==> config.mk <==
export PLATFORM = sky130hd
export DESIGN_NAME = fwd_unit
export DESIGN_NICKNAME = d
export VERILOG_FILES = /design/src/rtl/fwd_pkg.sv /design/src/rtl/fwd_producer_qual.sv /design/src/rtl/fwd_src_match.sv /design/src/rtl/fwd_operand_sel.sv /design/src/rtl/fwd_unit.sv
export SDC_FILE = /design/constraint.sdc
export NUM_CORES = 1
export LEC_CHECK = 0
export BUFFER_PORTS_ARGS = -buffer_cell sky130_fd_sc_hd__buf_2
export CELL_PAD_IN_SITES_DETAIL_PLACEMENT = 1
export CELL_PAD_IN_SITES_GLOBAL_PLACEMENT = 2
export CORE_ASPECT_RATIO = 1.1
export CORE_MARGIN = 2
export CORE_UTILIZATION = 18
export DETAILED_ROUTE_END_ITERATION = 16
export MAX_ROUTING_LAYER = met4
export PLACE_DENSITY = 0.88
export SETUP_SLACK_MARGIN = 0.1
export SYNTH_ARGS = -nofsm -noshare
export SYNTH_HDL_FRONTEND = slang
export SYNTH_SLANG_ARGS = --single-unit
export TNS_END_PERCENT = 30
==> constraint.sdc <==
create_clock -name vclk -period 2.6
set_input_delay 0.78 -clock vclk [all_inputs]
set_output_delay 0.78 -clock vclk [all_outputs]
set_load 0.05 [all_outputs]
==> src/rtl/fwd_pkg.sv <==
package fwd_pkg;

    // Operand source select, shared by both ALU operands.
    typedef enum logic [1:0] {
        SRC_REGFILE = 2'b00,
        SRC_WB      = 2'b01,
        SRC_MEM     = 2'b10
    } fwd_sel_e;

    // Number of ALU operands resolved by the unit.
    localparam int unsigned NUM_OPERANDS = 2;

endpackage

==> src/rtl/fwd_producer_qual.sv <==
// Decides whether an older in-flight instruction may supply a bypass value:
// it must write the register file and must not target register zero.
module fwd_producer_qual #(
    parameter int unsigned REG_ADDR_W = 5
) (
    input  logic [REG_ADDR_W-1:0] rd,
    input  logic                  wen,
    output logic                  qualified
);
    localparam logic [REG_ADDR_W-1:0] ZERO_REG = '0;

    always_comb begin
        qualified = wen && (rd != ZERO_REG);
    end
endmodule

==> src/rtl/fwd_src_match.sv <==
// Compares one source register number with one producer destination.
module fwd_src_match #(
    parameter int unsigned REG_ADDR_W = 5
) (
    input  logic [REG_ADDR_W-1:0] src,
    input  logic [REG_ADDR_W-1:0] rd,
    input  logic                  producer_ok,
    output logic                  hit
);
    always_comb begin
        hit = producer_ok && (src == rd);
    end
endmodule

==> src/rtl/fwd_operand_sel.sv <==
// Turns the two stage hits of one operand into a select; newer stage wins.
module fwd_operand_sel
    import fwd_pkg::*;
(
    input  logic     mem_hit,
    input  logic     wb_hit,
    output fwd_sel_e sel
);
    always_comb begin
        unique case ({mem_hit, wb_hit})
            2'b10, 2'b11: sel = SRC_MEM;
            2'b01:        sel = SRC_WB;
            default:      sel = SRC_REGFILE;
        endcase
    end
endmodule

==> src/rtl/fwd_unit.sv <==
module fwd_unit
    import fwd_pkg::*;
#(
    parameter int unsigned REG_ADDR_W = 5
) (
    input  logic [REG_ADDR_W-1:0] ex_rs,
    input  logic [REG_ADDR_W-1:0] ex_rt,
    input  logic [REG_ADDR_W-1:0] mem_rd,
    input  logic                  mem_wen,
    input  logic [REG_ADDR_W-1:0] wb_rd,
    input  logic                  wb_wen,
    output logic [1:0]            fwd_a,
    output logic [1:0]            fwd_b
);
    logic                  mem_ok;
    logic                  wb_ok;
    logic [REG_ADDR_W-1:0] src     [NUM_OPERANDS];
    fwd_sel_e              sel     [NUM_OPERANDS];
    logic                  mem_hit [NUM_OPERANDS];
    logic                  wb_hit  [NUM_OPERANDS];

    assign src[0] = ex_rs;
    assign src[1] = ex_rt;

    fwd_producer_qual #(.REG_ADDR_W(REG_ADDR_W)) u_mem_qual (
        .rd        (mem_rd),
        .wen       (mem_wen),
        .qualified (mem_ok)
    );

    fwd_producer_qual #(.REG_ADDR_W(REG_ADDR_W)) u_wb_qual (
        .rd        (wb_rd),
        .wen       (wb_wen),
        .qualified (wb_ok)
    );

    for (genvar op = 0; op < NUM_OPERANDS; op++) begin : g_operand
        fwd_src_match #(.REG_ADDR_W(REG_ADDR_W)) u_mem_match (
            .src         (src[op]),
            .rd          (mem_rd),
            .producer_ok (mem_ok),
            .hit         (mem_hit[op])
        );

        fwd_src_match #(.REG_ADDR_W(REG_ADDR_W)) u_wb_match (
            .src         (src[op]),
            .rd          (wb_rd),
            .producer_ok (wb_ok),
            .hit         (wb_hit[op])
        );

        fwd_operand_sel u_sel (
            .mem_hit (mem_hit[op]),
            .wb_hit  (wb_hit[op]),
            .sel     (sel[op])
        );
    end

    assign fwd_a = sel[0];
    assign fwd_b = sel[1];
endmodule

# Word-level counts from Yosys, hierarchy flattened
# Index checks and enable logic that the tools add are counted.
[totals]
in_bits = 22
output_inout_bits = 4
word_cells = 22
register_bits = 0
[classes]
n_mux = 2
n_reduce_logical = 10
n_eq_ne = 10
[op_table]
columns = ["op", "count"]
rows = [
  ["5-bit equality test", 4],
  ["5-bit nonzero test", 2],
  ["2-bit equality test, second input constant", 4],
  ["2-bit case mux with 2 select lines", 2],
  ["1-bit logical AND", 6],
  ["2-bit by 1-bit equality test with 1-bit output, second input constant", 2],
  ["2-bit OR reduction", 2],
]

# Logic depth before layout (Yosys ltp)
[logic_depth]
ltp_word = 6
mapped_depth = 4
ltp_nobuf = 4

# Modules after synthesis
# Synthesis repeated with hierarchy kept, for this count alone.
[hier_totals]
hier_cells = 36
area_unflattened_um2 = 275.3
[modules_own_cells]
columns = ["mod", "n_inst", "area_each_um2", "seq_area_each_um2", "cells_each"]
rows = [
  ["fwd_src_match", 4, 56.3, 0.0, 7],
  ["fwd_producer_qual", 2, 15.0, 0.0, 2],
  ["fwd_operand_sel", 2, 10.0, 0.0, 2],
]

# Least setup slack after synthesis
# OpenSTA, ideal clock, no wires.
[synth_path]
path_type = "input -> output"
startpoint = "input port mem_rd[2]"
endpoint = "output port fwd_b[0]"
arrival_ps = 3098
t_required_ps = 1820
path_buffers = 0
setup_slack_ps = -1278
path_stages = 4
path_cell_list = "or4_1 o21ai_2 nor4_1 nor4_2"
[synth_between]
elab_chain_cells = 6
elab_cells_between_ends = 9
classes_between = "eq/ne (4); mux (1); reduce/logical (4)"
[synth_lines]
columns = ["item", "line_no", "source"]
rows = [
  ["from (decl)", "fwd_unit.sv:8", "input logic [REG_ADDR_W-1:0] mem_rd,"],
  ["5-bit nonzero test", "fwd_producer_qual.sv:13", "qualified = wen && (rd != ZERO_REG);"],
  ["1-bit logical AND", "fwd_producer_qual.sv:13", ""],
  ["1-bit logical AND (*)", "fwd_src_match.sv:11", "hit = producer_ok && (src == rd);"],
  ["2-bit equality test", "fwd_operand_sel.sv:10", "unique case ({mem_hit, wb_hit})"],
  ["2-bit OR reduction", "fwd_operand_sel.sv:10", ""],
  ["2-bit case mux with 2 select lines (*)", "fwd_operand_sel.sv:10", ""],
  ["to (decl)", "fwd_unit.sv:13", "output logic [1:0] fwd_b"],
]
# Mark *: on every way between the ends. The rest lies on a longest branch, timed or not.

# Final worst setup path
[layout_path]
startpoint = "input port mem_rd[1]"
endpoint = "output port fwd_b[0]"
# The elaborated chain is that of the path after synthesis.

==> summary.txt <==
Final WS setup = -0.285 ns
Die Ht = 44.6 µm
WP data arrival = 2.11 ns
First-pass GRT wire length = 1.66 mm
Worst-Margin Slew = 0.328 ns
Synth cell count leaders = xnor2_1 (16), xor2_1 (4)
Via density = 4.57
Setup CP Type = primary input to primary output
I/O pin cnt = 26
Initial drt markers = 1
Fill cell count = 179
Area added between synthesis and finish = 131%
Final period util = 111%
Worst Path Max Fanout = 2
Post-Syn Area = 270 µm²
Routability cong. = 0.684
# diodes = 0
RSZ-0062 raised after global routing = true
Total gr overflow = 0
Initial Util = 19.5%
Share of layout cells above drive strength 1 = 62.7%
Final Critical Period = 2.89 ns
Via count = 416
Sequential Area = 0 µm²
Worst setup SP type = primary input
Pwr dens = 162 mW/mm²
Dpl hpwl = 1.02 mm
Initial antenna violation count = 0
Number of global-route vias before repair = 436
Core Area = 0.00138 mm²
Final Core Density = 45.0%
# rows = 14
Number of standard cells after synthesis = 34
Cell taking the most area after synthesis = xnor2_1
Final setup violation count = 4
Port Buffers = 26
DIE AREA = 0.00183 mm²
DIE WIDTH = 40.9 µm
Flop pwr share = 0%
Slowest stage delay, CP = 0.54 ns
Pint = 53.6 µW
Final Net Count = 99
HP Class = primary input to primary output
Yosys warnings = 0
Synth cell types = 10
Post-Place Setup Slack = -0.414 ns
Clk pwr share = 0%
Worst rel slew slack = 78.0%
Failing checks = negative setup slack
Total wire length = 1.05 mm
Top cells by area, synth = xnor2_1 (52%), xor2_1 (13%), nor4_2 (9.3%), or4_1 (5.6%), nand4_1 (4.6%)
Global Route Usage Sum = 12.8%
Critical Path RT = 1.82 ns
Comb pwr share = 100.0%
Pins over their slew limit = 0
Multi-input logic area = 329 µm²
Crit-path cells = buf_6 > or4_4 > o21ai_4 > nor4_4 > nor4_4 > buf_6
Number of clock buffers in the layout = 0
Seq_cells = 0
Hold slack = 1.96 ns
DR DRC count = 0
Syn nets = 56
Setup crit end kind = primary output
Slowest-stage cell, CP = or4_4
Post-synthesis sequential area ratio = 0%
Static leakage = 0.000262 µW
Sw Share = 46.8%
Top-count cell post-synth = xnor2_1
Status = finished with violations
Achievable frequency = 347 MHz
DRT Pass-1 Iters = 3
Sw Pwr = 47.1 µW
Antenna Violating Nets Remaining = 0
Fin. Hold Viols = 0
Avg Synthesized Cell Area = 7.95 µm²
Max IR drop VDD = 56.8 µV
Largest net degree at the start of global routing = 4
Top-area cell type share of the netlist area = 51.9%
Max_cap viols = 0
Routed len/inst = 11.6 µm
==> final cells by class <==
class              instances  share of cell area (%)
multi-input cells         34                    52.8
well taps                 16                    3.21
repair buffers            41                    44.0
==> cell families (layout without fill, tap and decap cells) <==
kind of cell	Yosys count	in the layout	synth area share [%]
simple gates	13	13	31.9
xor+xnor	20	20	64.8
buf+inv	0	41	0
compound gates	1	1	3.24
==> worst max-delay path, delay by kind of cell <==
kind / cells / cell delay (ns)
buf+inv: 2 / 0.28
simple gates: 3 / 0.84
compound gates: 1 / 0.20
==> power by group through the flow <==
stage	Combinational, µW	Sequential, µW	Clock [µW]
final	101	0	0
after global routing	109	0	0
after CTS	101	0	0
after detailed placement	99.1	0	0
after global placement	96.0	0	0
after floorplan	46.8	0	0
==> cell usage in the layout, fill, tap and decap left out <==
master	n
buf_4	15
xnor2_1	16
or4_4	1
buf_6	5
buf_2	21
nand3_1	2
or4_1	1
o21ai_4	1
nand4_1	2
nor2_1	1
xor2_1	4
nor4_4	4
nand2_1	2
==> per-stage QoR <==
stage / power [µW] / setup TNS [ns] / cells / cell area (µm²)
4_1_cts: 101 / -0.966 / 91 / 613
6_report: 101 / -0.869 / 91 / 623
3_3_place_gp: 96.0 / -1.13 / 91 / 592
3_5_place_dp: 99.1 / -1.27 / 91 / 592
5_1_grt: 109 / -1.08 / 91 / 623
2_1_floorplan: 46.8 / -0.927 / 34 / 329
==> final timing paths <==
check	from	end	slack (ns)	cells past startpoint
max	mem_rd[1]	fwd_b[0]	-0.29	6
min	mem_wen	fwd_b[1]	1.96	4
==> what timing repair did <==
item	CTS	global route
endpoints found under the setup margin	4	4
buffers inserted	0	0
pin swaps	1	0
hold buffers	0	0
hold endpoints to repair	0	0
resized for setup	6	2
==> routing by layer <==
layer,vias to the layer above,global-route usage (%),wire length (µm)
met5,-,-,0
li1,203,-,-
met1,194,15.7,403
met3,0,0,81
met2,19,23.8,568
met4,0,0,0
(Power assumes the default switching activity.)
